==> src/rtl/ddr_slot_packer.sv <==
module ddr_slot_packer #(
  parameter int LANES = 4,
  parameter int CMD_W = 3,
  parameter int SEL_W = 5,
  parameter int SEQ_W = 2,
  parameter logic [CMD_W-1:0] CMD_NOP = 3'b111,
  parameter logic [CMD_W-1:0] CMD_WR  = 3'b100,
  parameter logic [CMD_W-1:0] CMD_RD  = 3'b101
) (
  input  logic                     clk,
  input  logic                     rst,
  input  logic [LANES-1:0]         req_valid,
  input  logic [LANES*CMD_W-1:0]   req_cmd,
  input  logic [LANES*SEL_W-1:0]   req_sel,
  output logic [LANES-1:0]         req_ready,
  output logic [LANES*(CMD_W+SEL_W)+2+SEQ_W-1:0] ctl_word,
  output logic                     ctl_wr_en,
  input  logic                     dram_rst_in,
  output logic                     dram_rst_n
);
  localparam int SLOT_W = CMD_W + SEL_W;
  localparam int BODY_W = LANES * SLOT_W;
  localparam logic [SLOT_W-1:0] NOP_SLOT = {{SEL_W{1'b0}}, CMD_NOP};
  localparam logic [1:0] CLS_NONE = 2'b00, CLS_WR = 2'b01, CLS_RD = 2'b10;

  logic [BODY_W-1:0] body_d, body_q;
  logic [1:0]        cls_d, cls_q;
  logic [SEQ_W-1:0]  seq_q;

  always_comb begin
    logic blocked, has_wr, has_rd, is_wr, is_rd, clash;
    blocked = rst;
    has_wr  = 1'b0;
    has_rd  = 1'b0;
    body_d  = {LANES{NOP_SLOT}};
    req_ready = '0;
    for (int i = 0; i < LANES; i++) begin
      is_wr = req_valid[i] && (req_cmd[i*CMD_W +: CMD_W] == CMD_WR);
      is_rd = req_valid[i] && (req_cmd[i*CMD_W +: CMD_W] == CMD_RD);
      clash = (is_wr && has_rd) || (is_rd && has_wr);
      req_ready[i] = !blocked && !clash;
      if (req_valid[i] && req_ready[i]) begin
        body_d[i*SLOT_W +: SLOT_W] = {req_sel[i*SEL_W +: SEL_W], req_cmd[i*CMD_W +: CMD_W]};
        has_wr = has_wr || is_wr;
        has_rd = has_rd || is_rd;
      end else if (req_valid[i]) begin
        blocked = 1'b1;
      end
    end
    cls_d = has_wr ? CLS_WR : (has_rd ? CLS_RD : CLS_NONE);
  end

  always_ff @(posedge clk) begin
    if (rst) begin
      body_q <= {LANES{NOP_SLOT}};
      cls_q  <= CLS_NONE;
      seq_q  <= '0;
    end else begin
      body_q <= body_d;
      cls_q  <= cls_d;
      seq_q  <= seq_q + 1'b1;
    end
  end

  assign ctl_word   = {seq_q, cls_q, body_q};
  assign ctl_wr_en  = 1'b1;
  assign dram_rst_n = ~dram_rst_in;
endmodule

==> config.mk <==
export PLATFORM = sky130hd
export DESIGN_NAME = ddr_slot_packer
export DESIGN_NICKNAME = d
export VERILOG_FILES = /design/src/rtl/ddr_slot_packer.sv
export SDC_FILE = /design/constraint.sdc
export NUM_CORES = 1
export LEC_CHECK = 0
export BUFFER_PORTS_ARGS = -buffer_cell sky130_fd_sc_hd__buf_2
export CAP_MARGIN = 15
export CELL_PAD_IN_SITES_DETAIL_PLACEMENT = 1
export CELL_PAD_IN_SITES_GLOBAL_PLACEMENT = 2
export CORE_MARGIN = 8
export CORE_UTILIZATION = 23
export DETAILED_ROUTE_END_ITERATION = 10
export PLACE_DENSITY = 0.78
export SETUP_SLACK_MARGIN = 0.15
export SYNTH_ARGS = -nofsm -noshare
export SYNTH_HDL_FRONTEND = slang
export SYNTH_SLANG_ARGS = --single-unit
==> constraint.sdc <==
create_clock -name clk -period 2.2 [get_ports clk]
set_clock_uncertainty 0.2 [all_clocks]
set_input_delay 0.11 -clock clk [delete_from_list [all_inputs] [get_ports clk]]
set_output_delay 0.11 -clock clk [all_outputs]
set_load 0.01 [all_outputs]
==> summary.txt, run 1 <==
Global route
  – Overflow after GRT: 0
  – First-pass GRT wire length: 7300 microns
  – GRT Total Usage: 10.81%
  – Largest net degree at the start of global routing: 11
  – Initial antenna violation count: 0
  – Vias in the first global route: 1,511

Timing
  – Period utilization: 88.73%
  – Maximum clock rate: 0.5123 GHz
  – Fin. Hold Viols: 0
  – Final setup violation count: 0
  – Final Max Slew Viols: 0
  – Final Critical Period: 1952 ps
  – RSZ-0062 raised after global routing: false
  – TNS Setup: 0 ps

Yosys
  – Most numerous cell in the Yosys netlist: dfxtp_1
  – Synthesized area: 1320 sq um
  – Count of cell types in the netlist: 42
  – Largest area contributor in the netlist: dfxtp_1
  – Syn_nets: 163
  – Ys async rst share: 0%
  – Yosys top cell area share: 54.60%
  – #FFs+latches synth: 36
  – Synth Warn #: 0
  – Syn avg cell area: 10.65 sq um
  – Post-synth top cells: 36 x dfxtp_1, 10 x and2_1, 9 x nand2_1, 7 x nand2b_1, 7 x nor2_1
  – Post-Synthesis Cells: 124
  – Main synth FF type: dfxtp_1
  – Post-synthesis sequential area ratio: 54.60%
  – Post-synth EDFFs: 0
  – Synth top area cells: dfxtp_1 55%, and2_1 4.7%, nand2b_1 3.3%

Floorplan
  – IO Count: 81
  – Die Wd: 91.76 microns
  – CORE AREA: 5540 sq um
  – Die Y: 91.76 microns
  – Full die area: 8419 sq um
  – Initial Utilization: 23.83%
  – Num rows: 27

Clock tree
  – CTS tree: built
  – CTS Root Cell: clkbuf_8
  – H-tree levels: 2
  – CTS buffer count: 5
  – Longest Clk Path Bufs: 2
  – Clk pin slew, worst setup/hold paths: 70 ps
  – Worst-skew pair later-pin latency: 280 ps
  – Clock sinks: 36

Worst setup path
  – Crit path to: req_ready[3]
  – R2R depth: 2
  – Crit Reg-Reg Startpoint: seq_q[0]
  – Startpoint Class: input port
  – CP endpoint kind: output pin
  – Critical Path RT: 1890 ps
  – Reg2reg setup slack: 1350 ps
  – Worst reg2reg endpoint: seq_q[1]
  – Worst Setup SP: req_cmd[9]
  – Worst setup path class: input port to output pin
  – Arr. time, crit path: 1640 ps
  – Worst-path fanout max: 9

Pwr
  – Worst vdd ir: 0.2551 mV
  – Pwr/cell area: 613.1 nW/um^2
  – LEAKAGE: 1.082 nW

Final layout
  – Layout Area Growth over Synthesis: 73.84%
  – Non-Filler Instances: 318
  – Antenna cells: 0
  – Share of cells above drive strength 1: 42.68%
  – Nets: 285

Place
  – IO Port Bufs: 79
  – DP Cell Count: 273
  – Detailed placement HPWL: 3235 microns
  – Routability congestion estimate from global placement: 0.6921

Route
  – DRT antenna net count: 0
  – Routed len/inst: 14.15 microns
  – # DRC: 0
  – Total iterations of the first detailed-routing run: 3
  – Vias after detailed routing: 1,350
  – Initial DRC count: 17
  – Detailed Route WL: 4500 microns
  – Vias/cell: 4.245

Worst hold path
  – HP Class: input port to register

Run status
  – Run status: complete, no violations

Run
  – Max-cap violation count: 0
[cell usage in the layout (no fill, tap or decap), types with 2 or more instances in the layout]
| cell | synthesis | layout |
|---|---|---|
| and2_1 | 10 | 10 |
| and3_2 | 5 | 5 |
| buf_2 | 2 | 79 |
| buf_4 | 1 | 4 |
| clkbuf_8 | 0 | 7 |
| dfxtp_1 | 36 | 36 |
| dlygate4sd3_1 | 0 | 37 |
| inv_1 | 3 | 3 |
| mux2i_1 | 3 | 3 |
| nand2_1 | 9 | 9 |
| nand2b_1 | 7 | 7 |
| nor2_1 | 7 | 7 |
| nor2b_1 | 2 | 2 |
| nor3_1 | 6 | 6 |
| or2_2 | 2 | 2 |
| or4b_1 | 2 | 2 |
[timing repair]
item	in CTS	in global routing
pin swaps	0	1
endpoints found under the hold margin	33	0
buffers inserted	0	1
setup endpoints to repair	1	3
gates resized for setup	1	2
hold buffers	37	0
[worst max-delay path: stages]
cell           delay [ps]
dlygate4sd3_1         530
buf_2                 120
nand4bb_4             160
mux2i_1                90
a211o_4               390
nor2_1                 90
buf_2                 140
[per-stage QoR]
step | setup WS, ps | hold slack, ps | total power, W | instance area, sq um | util (%)
3_3_place_gp | 176.8 | 111.9 | 0.0008682 | 1795 | 32.41
4_1_cts | 178.8 | 26.84 | 0.001421 | 2271 | 40.99
5_1_grt | 158.3 | 53.06 | 0.001473 | 2295 | 41.42
2_1_floorplan | 279.7 | 6.555 | 0.0007842 | 1320 | -
3_5_place_dp | 99.26 | 118.3 | 0.0008697 | 1795 | 32.41
6_report | 247.9 | 29.91 | 0.001407 | 2295 | 41.42
[kinds of logic (layout without fill, tap and decap cells)]
logic type / count (synthesis) / after routing / share of synthesized area, %
compound gates: 13 / 13 / 9.669
xor+xnor: 2 / 2 / 1.327
buf+inv: 8 / 130 / 3.317
flops: 36 / 36 / 54.60
mux: 3 / 3 / 2.275
other cells: 1 / 1 / 0.2841
simple gates: 61 / 61 / 28.53
[worst min-delay path by stage]
stage	end	from	slack (ps)	cells after the start
floorplan	body_q[1]	req_cmd[1]	7	2
global placement	body_q[21]	req_sel[12]	110	2
detailed placement	body_q[20]	req_sel[11]	120	2
CTS	body_q[25]	rst	30	3
global route	body_q[25]	rst	50	3
finish	body_q[25]	rst	30	3
[final cells by class]
class	count	area, sq um
Inverter	3	11.26
Tap cell	72	90.09
Multi-Input combinational cell	80	580.6
Fill cell	659	3246
Sequential cell	36	720.7
Clock buffer	7	96.34
Timing Repair Buffer	120	795.8
[flip-flops by register name, summed over array words and instances, names as in the netlist]
| register | count |
|---|---|
| body_q | 32 |
| cls_q | 2 |
| seq_q | 2 |
[power breakdown]
| part | switching (W) | total, W | internal, W | leakage, nW |
|---|---|---|---|---|
| Sequential | 0.00000821 | 0.000687 | 0.000679 | 0.296 |
| Clock | 0.000221 | 0.000500 | 0.000279 | 0.0503 |
| Combinational | 0.0000964 | 0.000220 | 0.000124 | 0.736 |
[per-layer routing]
layer	global-route usage [%]	vias to the layer above	share of wire (%)
li1	-	665	-
met1	10.45	629	39
met2	19.69	53	50
met3	5.949	3	9.8
met4	2.416	0	0.62
met5	0	-	0
Note: power is estimated with default switching activity, not from simulation.
==> run 2, diff against run 1 <==
- ABC_AREA: unset -> 1
- CORE_UTILIZATION: 23 -> 21
- CTS_CLUSTER_SIZE: unset -> 30
- PLACE_DENSITY: 0.78 -> 0.77
==> run 2 against run 1 <==
- setup slack better by 34 ps
- cell area is 0.16% lower
- final cell count is 14% higher
- core utilization is 4.5 points lower
- clock power is 13% higher
- critical path type unchanged
- critical endpoint unchanged
- largest cell class unchanged
==> summary.txt, run 2 <==
Clock tree
  – Clock sinks: 36 (unchanged)
  – Longest Clk Path Bufs: 2 (unchanged)
  – CTS Root Cell: clkbuf_8
  – Worst-skew pair later-pin latency: 280 ps (about the same)
  – Clk pin slew, worst setup/hold paths: 70 ps (about the same)
  – CTS buffer count: 5 (unchanged)
  – CTS tree: built
  – H-tree levels: 2 (unchanged)

Worst setup path
  – Worst setup path class: input port to output pin
  – Worst Setup SP: req_cmd[8]
  – Reg2reg setup slack: 800 ps (-550 ps)
  – Worst path slowest cell: dlygate4sd3_1
  – Critical Path RT: 1890 ps (about the same)
  – Crit Reg-Reg Startpoint: seq_q[0]
  – Startpoint Class: input port
  – Worst path max stage delay: 550 ps (+20 ps)
  – Worst reg2reg endpoint: seq_q[1]
  – Arr. time, crit path: 1610 ps (-30 ps)
  – Worst-path fanout max: 5 (-4)
  – CP endpoint kind: output pin
  – R2R depth: 3 (+1)
  – Worst path cell trace: dlygate4sd3_1 > buf_2 > nand3_1 > nor2_1 > nand2_1 > nand2_2 > nor2_8 > inv_2 > nor2_1 > buf_2

Final layout
  – Commonest non-fill, non-tap cell in the layout: buf_2
  – Layout Area Growth over Synthesis: 74.05%
  – Final instance area: 2291 sq um (-0.16%)
  – Max FFs per register: 32 (unchanged)
  – Share of cells above drive strength 1: 36.36% (-6.3 points)
  – Antenna cells: 0 (unchanged)
  – Biggest regs: body_q (32), cls_q (2), seq_q (2)
  – Top reg by flops: body_q
  – Most frequent cells in the layout: 79 x buf_2, 40 x inv_1, 38 x dlygate4sd3_1
  – Nets: 324 (+14%)
  – Fillers: 774 (+17%)

Run
  – Max-cap violation count: 0 (unchanged)

Route
  – Detailed Route WL: 4315 microns (-4.1%)
  – # DRC: 0 (unchanged)
  – Routed len/inst: 11.89 microns (-16%)
  – Met2 wire len: 2298 microns (+2.0%)
  – DRT antenna net count: 0 (unchanged)
  – Top layer in use: met4
  – Vias after detailed routing: 1,388 (+2.8%)
  – Met3 Routed Length: 248 microns (-44%)
  – Initial DRC count: 30 (+13)
  – Vias/cell: 3.824 (-9.9%)
  – Total iterations of the first detailed-routing run: 4 (+1)
  – M1 wire length: 1675 microns (-5.7%)

Floorplan
  – Full die area: 9057 sq um (+7.6%)
  – Num rows: 29 (+7.4%)
  – Die Y: 95.17 microns (+3.7%)
  – Die Wd: 95.17 microns (+3.7%)
  – Initial Utilization: 21.21% (-2.6 points)
  – CORE AREA: 6205 sq um (+12%)
  – IO Count: 81 (unchanged)

Worst hold path
  – Min-delay src: req_valid[1]
  – Worst hold stages: 3 (unchanged)
  – Hold path endpoint: body_q[14]
  – HP Class: input port to register

Yosys
  – Post-Synth Adder-Cell Area: 0% (unchanged)
  – Post-synth top cells: 40 x inv_1, 36 x dfxtp_1, 32 x nor2_1, 22 x nand2_1, 6 x nand3_1
  – Syn avg cell area: 8.125 sq um (-24%)
  – Most numerous cell in the Yosys netlist: inv_1
  – Post-synthesis sequential area ratio: 54.75% (+0.16 points)
  – Synthesized area: 1316 sq um (-0.28%)
  – Syn_nets: 201 (+23%)
  – Post-synthesis compound-gate area fraction: 2.852% (-6.8 points)
  – Largest family of logic cells by synthesized area: simple AND/OR/NAND/NOR gates
  – Ys async rst share: 0% (unchanged)
  – Post-Synth Simple-Gate Area: 28.61% (+0.081 points)
  – Synth top area cells: dfxtp_1 55%, inv_1 11%, nor2_1 9.1%
  – Synth Warn #: 0 (unchanged)
  – Largest area contributor in the netlist: dfxtp_1
  – Yosys top cell area share: 54.75% (+0.16 points)
  – Post-synthesis mux area share: 0% (-2.3 points)
  – Post-synth EDFFs: 0 (unchanged)
  – XOR/XNOR share of the synthesized area: 0.6654% (-0.66 points)
  – Main synth FF type: dfxtp_1
  – Post-Synthesis Cells: 162 (+31%)
  – #FFs+latches synth: 36 (unchanged)
  – Count of cell types in the netlist: 21 (-50%)

Timing
  – RSZ-0062 raised after global routing: false
  – Maximum clock rate: 0.5213 GHz (+1.8%)
  – Final setup violation count: 0 (unchanged)
  – TNS Setup: 0 ps (unchanged)
  – Final Max Slew Viols: 0 (unchanged)
  – Final Critical Period: 1918 ps (-33.95 ps)
  – Fin. Hold Viols: 0 (unchanged)
  – Period utilization: 87.19% (-1.5 points)

Global route
  – First-pass GRT wire length: 6831 microns (-6.4%)
  – Initial antenna violation count: 0 (unchanged)
  – Overflow after GRT: 0 (unchanged)
  – Vias in the first global route: 1,490 (-1.4%)
  – GRT Total Usage: 9.590% (-1.2 points)
  – Largest net degree at the start of global routing: 12 (+1)

Place
  – DP Area: 1800 sq um (+0.28%)
  – Routability congestion estimate from global placement: 0.7583 (+9.6%)
  – Detailed placement HPWL: 3257 microns (+0.67%)
  – IO Port Bufs: 79 (unchanged)

Pwr
  – Internal power: 0.001133 W (+4.8%)
  – Worst vdd ir: 0.2818 mV (+10%)
  – Reg power frac: 46.6% (-2.2 points)
  – LEAKAGE: 1.233 nW (+14%)
  – Sw Share: 23.33% (+0.17 points)
  – Combinational power share: 15.1% (-0.5 points)
  – Pwr/cell area: 645.1 nW/um^2 (+5.2%)
  – Switching power: 0.0003448 W (+5.8%)
  – Clock share of power: 38.3% (+2.8 points)
  – Overall power: 0.001478 W (+5.0%)

Run status
  – Run status: complete, no violations
-- run 2: area by class of cell --
type	instances	area [sq um]	share of cell area, %
Clock buffer	6	72.57	3.168
Clock inverter	2	35.03	1.529
Inverter	43	161.4	7.045
Multi-Input combinational cell	82	429.2	18.73
Sequential cell	36	720.7	31.46
Tap cell	77	96.34	4.205
Timing Repair Buffer	117	775.7	33.86
-- run 2: layer usage --
layer	global-route usage (%)	vias to the layer above
met1	9.335	630
met5	0	-
met4	4.291	0
met3	1.732	7
li1	-	711
met2	18.99	40
-- run 2: logic make-up after synthesis --
logic type	after synthesis
buffers and inverters	44
xor gates and xnor gates	1
and+or+nand+nor	77
DFF	36
AOI/OAI and AO/OA	3
other	1
-- run 2: critical path, delay by kind of cell --
kind                   cells  cell delay [ps]
buffers and inverters      4              900
AND/OR/NAND/NOR            6              600
-- run 2: worst max path at each step --
stage / slack (ps) / depth (start not counted) / end
floorplan: 790 / 8 / body_q[18]
detailed placement: 450 / 9 / body_q[18]
global route: 160 / 10 / req_ready[3]
global placement: 450 / 9 / body_q[18]
finish: 280 / 10 / req_ready[3]
CTS: 200 / 10 / req_ready[3]
-- run 2: power groups by stage --
stage	combinational [W]	sequential (W)	clock (W)
finish	0.000223	0.000689	0.000566
global route	0.000249	0.000692	0.000619
CTS	0.000225	0.000689	0.000594
detailed placement	0.000172	0.000704	0
global placement	0.000169	0.000703	0
floorplan	0.0000660	0.000720	0
-- run 2: through the flow --
stage	hold WS, ps	setup slack, ps	std cells	utilization [%]
final	61.95	281.8	363	36.92
after global routing	87.01	161.3	363	36.92
after CTS	67.15	195.9	363	36.88
after detailed placement	120.3	454.4	317	29.02
after global placement	112.7	447.3	317	29.02
after floorplan	-23.31	785.7	162	-
-- run 2: timing repair --
item                                    in CTS  in global routing
hold buffers                                38                  0
hold endpoints to repair                    35                  0
buffers inserted                             0                  0
resized for setup                            0                  1
endpoints found under the setup margin       0                  1
